--- config.mk ---
export PLATFORM = sky130hd
export DESIGN_NAME = burst_phase_picker
export DESIGN_NICKNAME = d
export VERILOG_FILES = /design/src/rtl/bpp_pkg.sv /design/src/rtl/bpp_vote_bank.sv /design/src/rtl/bpp_datapath.sv /design/src/rtl/bpp_control.sv /design/src/rtl/burst_phase_picker.sv
export SDC_FILE = /design/constraint.sdc
export NUM_CORES = 1
export LEC_CHECK = 0
export BUFFER_PORTS_ARGS = -buffer_cell sky130_fd_sc_hd__clkbuf_2
export CORE_MARGIN = 10
export CORE_UTILIZATION = 55
export DETAILED_ROUTE_END_ITERATION = 16
export MAX_ROUTING_LAYER = met4
export PLACE_DENSITY = 0.72
export SLEW_MARGIN = 5
export SYNTH_ARGS = -nofsm -noshare
export SYNTH_HDL_FRONTEND = slang
export SYNTH_SLANG_ARGS = --single-unit
--- constraint.sdc ---
create_clock -name clk -period 15.55 [get_ports clk]
set_input_delay 1.555 -clock clk [delete_from_list [all_inputs] [get_ports clk]]
set_output_delay 1.555 -clock clk [all_outputs]
set_load 0.01 [all_outputs]
--- src/rtl/bpp_pkg.sv ---
package bpp_pkg;

  typedef struct packed {
    logic flush;       // burst reset seen: empty output pipeline
    logic clearVotes;  // burst reset seen: zero the vote counters
    logic countEn;     // current vector may cast a vote
    logic latch;       // store the chosen phase
    logic pass;        // chosen phase is valid, feed pipeline
  } bppStrobes_t;

  typedef enum logic [1:0] {
    ST_IDLE,
    ST_ACQ,
    ST_LOCK,
    ST_FAIL
  } bppState_t;

endpackage

--- src/rtl/bpp_vote_bank.sv ---
module bpp_vote_bank #(
  parameter int PHASES = 8,
  parameter int VOTE_W = 4,
  localparam int IDX_W = $clog2(PHASES)
) (
  input  logic              clk,
  input  logic              rstN,
  input  logic              clearVotes,
  input  logic              countEn,
  input  logic [PHASES-1:0] curVec,
  input  logic              prevLast,
  output logic [IDX_W-1:0]  bestIdx,
  output logic [VOTE_W-1:0] bestVotes
);

  logic [PHASES-1:0] edgeVec;
  logic              singleEdge;
  logic [VOTE_W-1:0] voteCnt [PHASES];

  // transition position inside the interval, wrapping to the previous vector
  for (genvar g = 0; g < PHASES; g++) begin : gEdge
    if (g == 0) begin : gFirst
      assign edgeVec[g] = curVec[g] ^ prevLast;
    end else begin : gRest
      assign edgeVec[g] = curVec[g] ^ curVec[g-1];
    end
  end

  assign singleEdge = $onehot(edgeVec);

  for (genvar g = 0; g < PHASES; g++) begin : gCnt
    always_ff @(posedge clk or negedge rstN) begin
      if (!rstN) begin
        voteCnt[g] <= '0;
      end else if (clearVotes) begin
        voteCnt[g] <= '0;
      end else if (countEn && singleEdge && edgeVec[g] && (voteCnt[g] != '1)) begin
        voteCnt[g] <= voteCnt[g] + 1'b1;
      end
    end
  end

  // strict compare keeps the lowest index on a tie
  always_comb begin
    bestVotes = '0;
    bestIdx   = '0;
    for (int i = 0; i < PHASES; i++) begin
      if (voteCnt[i] > bestVotes) begin
        bestVotes = voteCnt[i];
        bestIdx   = IDX_W'(i);
      end
    end
  end

endmodule

--- src/rtl/bpp_datapath.sv ---
module bpp_datapath
  import bpp_pkg::*;
#(
  parameter int PHASES     = 8,
  parameter int VOTE_W     = 4,
  parameter int MUX_STAGES = 4,
  localparam int IDX_W = $clog2(PHASES)
) (
  input  logic              clk,
  input  logic              rstN,
  input  logic [PHASES-1:0] phaseSamples,
  input  bppStrobes_t       strobes,
  output logic [VOTE_W-1:0] topVotes,
  output logic              dataOut,
  output logic              lockOut
);

  localparam int LAST = MUX_STAGES - 1;

  logic [PHASES-1:0]     sampReg;
  logic                  prevLast;
  logic [IDX_W-1:0]      bestIdx;
  logic [IDX_W-1:0]      selPhase;
  logic                  muxBit;
  logic [MUX_STAGES-1:0] dPipe;
  logic [MUX_STAGES-1:0] vPipe;

  always_ff @(posedge clk or negedge rstN) begin
    if (!rstN) begin
      sampReg  <= '0;
      prevLast <= 1'b0;
    end else begin
      sampReg  <= phaseSamples;
      prevLast <= sampReg[PHASES-1];
    end
  end

  bpp_vote_bank #(
    .PHASES (PHASES),
    .VOTE_W (VOTE_W)
  ) votes_i (
    .clk        (clk),
    .rstN       (rstN),
    .clearVotes (strobes.clearVotes),
    .countEn    (strobes.countEn),
    .curVec     (sampReg),
    .prevLast   (prevLast),
    .bestIdx    (bestIdx),
    .bestVotes  (topVotes)
  );

  // half an interval away from the edge; wraps because PHASES is a power of two
  always_ff @(posedge clk or negedge rstN) begin
    if (!rstN) begin
      selPhase <= '0;
    end else if (strobes.latch) begin
      selPhase <= bestIdx + IDX_W'(PHASES / 2);
    end
  end

  assign muxBit = sampReg[selPhase];

  // output pipeline; last stage gates data with its valid bit
  always_ff @(posedge clk or negedge rstN) begin
    if (!rstN) begin
      dPipe <= '0;
      vPipe <= '0;
    end else if (strobes.flush) begin
      dPipe <= '0;
      vPipe <= '0;
    end else begin
      dPipe[0] <= muxBit;
      vPipe[0] <= strobes.pass;
      for (int i = 1; i < MUX_STAGES; i++) begin
        vPipe[i] <= vPipe[i-1];
        if (i == LAST) begin
          dPipe[i] <= dPipe[i-1] & vPipe[i-1];
        end else begin
          dPipe[i] <= dPipe[i-1];
        end
      end
    end
  end

  assign dataOut = dPipe[LAST];
  assign lockOut = vPipe[LAST];

endmodule

--- src/rtl/bpp_control.sv ---
module bpp_control
  import bpp_pkg::*;
#(
  parameter int VOTE_W    = 4,
  parameter int SKIP_BITS = 4,
  parameter int MAIN_BITS = 12,
  parameter int AGREE     = 6,
  localparam int CNT_W = $clog2(MAIN_BITS + 2)
) (
  input  logic              clk,
  input  logic              rstN,
  input  logic              burstRst,
  input  logic [VOTE_W-1:0] topVotes,
  output bppStrobes_t       strobes
);

  bppState_t        state;
  logic [CNT_W-1:0] bitCnt;
  logic             rstQ;
  logic             fall;
  logic             atMain;
  logic             atExtra;
  logic             agreed;

  assign fall    = rstQ & ~burstRst;
  assign atMain  = (bitCnt == CNT_W'(MAIN_BITS));
  assign atExtra = (bitCnt == CNT_W'(MAIN_BITS + 1));
  assign agreed  = (topVotes >= VOTE_W'(AGREE));

  always_ff @(posedge clk or negedge rstN) begin
    if (!rstN) begin
      rstQ   <= 1'b0;
      state  <= ST_IDLE;
      bitCnt <= '0;
    end else begin
      rstQ <= burstRst;
      if (fall) begin
        state  <= ST_ACQ;
        bitCnt <= '0;
      end else if (state == ST_ACQ) begin
        if (atMain && agreed) begin
          state <= ST_LOCK;
        end else if (atExtra) begin
          state <= agreed ? ST_LOCK : ST_FAIL;
        end else begin
          bitCnt <= bitCnt + 1'b1;
        end
      end
    end
  end

  always_comb begin
    strobes.flush      = fall;
    strobes.clearVotes = fall;
    strobes.countEn    = !fall && (state == ST_ACQ) && (bitCnt >= CNT_W'(SKIP_BITS));
    strobes.latch      = !fall && (state == ST_ACQ) && (atMain || atExtra) && agreed;
    strobes.pass       = (state == ST_LOCK);
  end

endmodule

--- src/rtl/burst_phase_picker.sv ---
module burst_phase_picker #(
  parameter int PHASES     = 8,
  parameter int SKIP_BITS  = 4,
  parameter int MAIN_BITS  = 12,
  parameter int AGREE      = 6,
  parameter int MUX_STAGES = 4,
  localparam int VOTE_W = $clog2(MAIN_BITS + 4)
) (
  input  logic              clk,
  input  logic              rstN,
  input  logic              burstRst,
  input  logic [PHASES-1:0] phaseSamples,
  output logic              dataOut,
  output logic              lockOut
);

  bpp_pkg::bppStrobes_t strobes;
  logic [VOTE_W-1:0]    topVotes;

  bpp_control #(
    .VOTE_W    (VOTE_W),
    .SKIP_BITS (SKIP_BITS),
    .MAIN_BITS (MAIN_BITS),
    .AGREE     (AGREE)
  ) ctrl_i (
    .clk      (clk),
    .rstN     (rstN),
    .burstRst (burstRst),
    .topVotes (topVotes),
    .strobes  (strobes)
  );

  bpp_datapath #(
    .PHASES     (PHASES),
    .VOTE_W     (VOTE_W),
    .MUX_STAGES (MUX_STAGES)
  ) dp_i (
    .clk          (clk),
    .rstN         (rstN),
    .phaseSamples (phaseSamples),
    .strobes      (strobes),
    .topVotes     (topVotes),
    .dataOut      (dataOut),
    .lockOut      (lockOut)
  );

endmodule

## After elaboration in Yosys (flattened, before gate mapping)

Cells that the tools add are included.

- Bits in registers: 59
- Latch bits: 0
- Bits in writable memories: 0
- Memory bits (read-only): 0
- Input port bits: 11
- Output and inout bits: 2
- Logic and storage cells: 150
- Memories kept: 0

- Add/sub/neg operators: 17
- Multipliers: 0
- Div/mod/pow operators: 0
- $lt $le $gt $ge: 11
- Eq/ne operators: 15
- Shifts and indexed selects: 0
- Muxes and demuxes: 44
- Bitwise gates (word level): 11
- Reduce and logical (&&, ||, !) cells: 36

Operators with widths:

| cell | number |
|---|---|
| $mux W4 | 30 |
| $add A4 B1 Y4 const B | 9 |
| $ne A4 B4 Y1 const B | 8 |
| $gt A4 B4 Y1 | 7 |
| $logic_and A1 B1 Y1 | 22 |
| $mux W3 | 6 |
| $reduce_bool A2 Y1 | 9 |
| $add A1 B1 Y2 | 4 |
| $eq A4 B4 Y1 const B | 2 |
| $ge A4 B3 Y1 const B | 2 |
| $mux W2 | 4 |
| $xor A1 B1 Y1 | 8 |
| $add A2 B2 Y3 | 2 |
| $add A3 B3 Y4 | 1 |
| $eq A4 B1 Y1 const B | 1 |
| $gt A4 B1 Y1 const B | 1 |
| $lt A3 B4 Y1 const B | 1 |
| $ne A2 B1 Y1 const B | 2 |
| $add A3 B3 Y3 const B | 1 |
| $bmux W1 S3 | 1 |
| $mux W1 | 3 |
| $reduce_and A3 Y1 | 1 |
| $reduce_bool A3 Y1 | 1 |
| $and A1 B1 Y1 | 2 |
| 6 further kinds | 6 |

## Logic depth before layout (Yosys ltp)

- Word-level depth: 22
- Gate-level depth with buffers: 63
- Mapped depth without buffers: 62

## Cells and area by module

From an unflattened synthesis, not the netlist that was laid out.

- Cell total of the unflattened synthesis: 430
- Area total of the unflattened synthesis: 4,247.8 um^2

Modules (own cells, without submodules):

| module | instances | cells each | area an instance (um^2) |
|---|---|---|---|
| bpp_vote_bank | 1 | 343 | 3,139.3 |
| bpp_datapath | 1 | 40 | 646.9 |
| bpp_control | 1 | 47 | 461.7 |

## Worst setup path after synthesis

No wires, ideal clock.

- Path type: register to register
- Start: reg dp_i.votes_i.voteCnt[28] in the netlist's numbering
- End: reg dp_i.selPhase[1]
- Setup time: 125 ps
- Arrival time: 10,529 ps
- Data required time: 15,425 ps
- Path slack: 4,896 ps
- Stages on the path, launching flop included: 61
- Period minus slack after synthesis: 10,654 ps
- Cell sequence: dfrtp_1 inv_1 ha_1 nand3_1 nand2_1 ha_1 nor2b_4 o211ai_4 a21oi_4 o21ai_0 inv_1 ha_1 nor2b_1 a2bb2oi_1 o21ai_0 a21boi_0 mux2i_2 mux2_4 [... 25 more ...] o21ai_0 nand2b_1 a21oi_1 a41o_1 clkbuf_1 o21ai_0 ha_1 nor2b_1 o21ai_0 nand2b_1 a21oi_1 a41oi_1 nand2_1 nand3_1 nand3b_1 o31ai_4 o2111ai_4 mux2_4

- Word-level cells in the longest chain between the ends: 18
- Elaborated cells on any way between the ends: 26

Ends and longest elaborated chain:

| what | line | RTL |
|---|---|---|
| start: declaration | bpp_vote_bank.sv:18 | `logic [VOTE_W-1:0] voteCnt [PHASES];` |
| start signal: indexed assignment | bpp_vote_bank.sv:38 | `voteCnt[g] <= voteCnt[g] + 1'b1;` |
| $gt A4 B1 Y1 | bpp_vote_bank.sv:48 | `if (voteCnt[i] > bestVotes) begin` |
| $mux W4 * | bpp_vote_bank.sv:48 |  |
| $gt A4 B4 Y1 | bpp_vote_bank.sv:48 |  |
| $mux W4 | bpp_vote_bank.sv:48 |  |
| $gt A4 B4 Y1 | bpp_vote_bank.sv:48 |  |
| $mux W4 | bpp_vote_bank.sv:48 |  |
| $gt A4 B4 Y1 | bpp_vote_bank.sv:48 |  |
| $mux W4 | bpp_vote_bank.sv:48 |  |
| [... 2 more ...] | - |  |
| $gt A4 B4 Y1 | bpp_vote_bank.sv:48 |  |
| $mux W4 | bpp_vote_bank.sv:48 |  |
| $gt A4 B4 Y1 | bpp_vote_bank.sv:48 |  |
| $mux W4 | bpp_vote_bank.sv:48 |  |
| $gt A4 B4 Y1 | bpp_vote_bank.sv:48 |  |
| $mux W4 | bpp_vote_bank.sv:48 |  |
| $ge A4 B3 Y1 | bpp_control.sv:28 | `assign agreed = (topVotes >= VOTE_W'(AGREE));` |
| $logic_and A1 B1 Y1 | bpp_control.sv:56 | `strobes.latch = !fall && (state == ST_ACQ) && (atMain \|\| atExtra) && agreed;` |
| end signal: assignment | bpp_datapath.sv:57 | `selPhase <= bestIdx + IDX_W'(PHASES / 2);` |
| end: declaration | bpp_datapath.sv:23 | `logic [IDX_W-1:0] selPhase;` |

Every way passes the cells marked *; elsewhere a longest branch is shown, timed or not.
A chain may end at the register's enable or synchronous reset.

## Final worst setup path

- Start: reg dp_i.votes_i.voteCnt[28] in the netlist's numbering
- End: reg dp_i.selPhase[2]

Same word-level chain as after synthesis.

==> reports/metrics.yaml <==
cts_num_sinks: 59
synth_seq_cells: 59
cts_resized: 0
routed_wl_um: 8296
drt_iter0_drc: 137
worstMarginPinSlew_ps: 739.2
ys_async_sr_fraction: 1.000
synthTopCellsByArea: "dfrtp_1 36%, ha_1 12%, mux2i_1 4.2%"
period_minus_slack_ps: 11840
synth_top_area_frac: 0.3605
dp_hpwl_um: 6123
cp_common_cell: "ha_1"
hp-start: "dp_i.sampReg[7]$_DFF_PN0_"
reg2reg_from: "dp_i.votes_i.voteCnt[28]$_DFFE_PN0P_"
setup_viol: 0
start_kind: "flip-flop"
wire_per_inst_um: 15.25
rsz0062_at_grt: "false"
ys_warn_count: 0
synth_area_leader_cell: "dfrtp_1"
netlist-cell-type-count: 58
cts_made_buffers: 9
finalClockSkew_ps: 9.180
vdd_drop_max_mv: 0.07528
setup_tns_ps: 0
grt_usage: 0.1610
r2r_setup_slack_ps: 3710
cts_setup_buffers: 0
cellPowerDensity_mw_per_mm2: 128.6
r2r-end: "dp_i.selPhase[2]$_DFFE_PN0P_"
drive_gt1_frac: 0.1303
syn_inst: 422
path_clk_slew_ps: 80
insertedDiodeCount: 0
core_area_mm2: 0.007253
final_nets: 494
drc: 0
synthFlopType: "dfrtp_1"
max_freq_ghz: 0.08445
gr-total-overflow: 0
antenna_found_initial: 0
crit_family: "compound AO/OA/AOI/OAI gates"
synth_area_per_cell_um2: 9.704
portBuffers: 12
synth_edf_count: 0
finalCritPeriodShare: 0.7615
avgViaCountPerCell: 5.717
critPathKind: "reg2reg"
ioPinCount: 13
status: "complete, no violations"
relSlewSlack: 0.5072
timing.hold.ws_ps: 440.8
yosysSeqAreaShare: 0.3605
hold_path_end: "dp_i.prevLast$_DFF_PN0_"
drtPass1Iterations: 5
slew_violations: 0
vias: 3110
required_ps: 15780
syn_area_mm2: 0.004095
insertion_delay_ps: 350
cts_tree: "done"
die-area_mm2: 0.01130
cpMaxStageDelayCell: "dfrtp_1"
critical_path.n_buffers_inverters: 6
hold_violations: 0
grt_max_degree: 60
start_util: 0.5646
p_leak_nw: 2.111
htreeDepth: 3
power_uw: 578.5
clock_path_buffers: 2
hp-class: "reg2reg"
slowest_delay_ps: 400
die_x_um: 106.3
grt_pass1_vias: 3006
fp-row-count: 31
grt_pass1_wl_um: 14350
gp_congestion: 0.7951
cts_hold_buf: 0
path_max_fanout: 12
drv_cap: 0
min_path_cells: 0
fp.dieH_um: 106.3
r2r_cells: 60
worstPathArrival_ps: 12070
ant_nets: 0
postSynthNetCount: 476
endpoint_kind: "flip-flop"
area_growth_pct: 9.807
root_buffer: "clkbuf_8"
[how the worst max path moves through the flow]
stage | from | to | slack, ps | depth (start not counted)
6_report | dp_i.votes_i.voteCnt[28]$_DFFE_PN0P_ | dp_i.selPhase[2]$_DFFE_PN0P_ | 3710 | 60
5_1_grt | dp_i.votes_i.voteCnt[28]$_DFFE_PN0P_ | dp_i.selPhase[2]$_DFFE_PN0P_ | 2810 | 60
4_1_cts | dp_i.votes_i.voteCnt[28]$_DFFE_PN0P_ | dp_i.selPhase[2]$_DFFE_PN0P_ | 3810 | 60
3_5_place_dp | dp_i.votes_i.voteCnt[28]$_DFFE_PN0P_ | dp_i.selPhase[2]$_DFFE_PN0P_ | 3860 | 60
3_3_place_gp | dp_i.votes_i.voteCnt[28]$_DFFE_PN0P_ | dp_i.selPhase[2]$_DFFE_PN0P_ | 4290 | 60
2_1_floorplan | dp_i.votes_i.voteCnt[28]$_DFFE_PN0P_ | dp_i.selPhase[1]$_DFFE_PN0P_ | 4900 | 60
[logic make-up after synthesis]
| family | after synthesis | share of synthesized area |
|---|---|---|
| and+or+nand+nor | 144 | 0.1812 |
| AOI/OAI and AO/OA | 76 | 0.1347 |
| DFF | 59 | 0.3605 |
| buffers and inverters | 43 | 0.03941 |
| adders and majority gates | 43 | 0.1387 |
| muxes | 31 | 0.08983 |
| xor gates and xnor gates | 26 | 0.05561 |
[power breakdown]
group,total [mW],internal [mW],switching [mW]
Combinational,0.224,0.0985,0.126
Sequential,0.195,0.173,0.0219
Clock,0.159,0.0945,0.0649
Total,0.578,0.366,0.212
[per-layer routing]
metal	vias up	track usage	share of wire
met5	-	-	0
met4	0	0.04449	0.0064
met3	6	0.04348	0.036
met2	56	0.2677	0.50
met1	1521	0.1881	0.46
li1	1527	-	-
[cells in the mapped netlist, types with 3 or more instances]
| cell type | instances |
|---|---|
| a21boi_0 | 3 |
| a21oi_1 | 20 |
| a311oi_1 | 4 |
| a31oi_1 | 3 |
| and2_1 | 5 |
| and4b_1 | 4 |
| clkbuf_1 | 7 |
| dfrtp_1 | 59 |
| fa_1 | 4 |
| ha_1 | 39 |
| inv_1 | 36 |
| mux2_2 | 7 |
| mux2_4 | 4 |
| mux2i_1 | 17 |
| nand2_1 | 36 |
| nand2b_1 | 4 |
| nand3_1 | 18 |
| nand4_1 | 6 |
| nor2_1 | 37 |
| nor2b_1 | 9 |
| nor3_1 | 8 |
| o21a_1 | 4 |
| o21ai_0 | 21 |
| or3_1 | 3 |
| xnor2_1 | 17 |
| xor2_1 | 9 |
[stage by stage]
step                area (um2)  cells  setup slack (ps)    util
floorplan                 4095    422              4896       -
global placement          4270    528              4289  0.5888
detailed placement        4270    528              3863  0.5888
CTS                       4497    544              3811  0.6200
global route              4497    544              2810  0.6200
finish                    4497    544              3709  0.6200
[registers in the layout, summed over array words and instances (netlist names)]
register,flops
dp_i.sampReg,8
ctrl_i.rstQ,1
ctrl_i.state,2
dp_i.votes_i.voteCnt,32
dp_i.dPipe,4
dp_i.selPhase,3
ctrl_i.bitCnt,4
dp_i.prevLast,1
dp_i.vPipe,4
[area by class of cell]
cell class / count / area (um2)
flip-flops and latches: 59 / 1476
fillers: 625 / 2756
clock buffers: 10 / 137.6
well taps: 99 / 123.9
multi-input cells: 320 / 2460
repair buffers: 14 / 75.07
inverters: 36 / 135.1
clock inverters: 6 / 88.84
[cells in the final DEF, fill, tap and decap left out, drive strengths merged, types with 2 or more instances in the layout]
cell type and count:
bufinv 2, clkbuf 22, a311oi 4, dfrtp 59, and4b 4, a211oi 3
fa 4, xor2 9, nor3b 2, or3 3, nand2b 4, a32oi 2
o21ai 21, and2 5, nand2 36, o211ai 3, mux2i 18, mux2 11
xnor2 17, o21a 4, mux4 2, nand4 7, nand3 18, clkinv 2
a31oi 3, buf 2, nor2b 10, ha 39, clkinvlp 2, inv 36
and3 2, nor2 38, a21boi 4, nor3 9, a21oi 22
(Power assumes the default switching activity.)
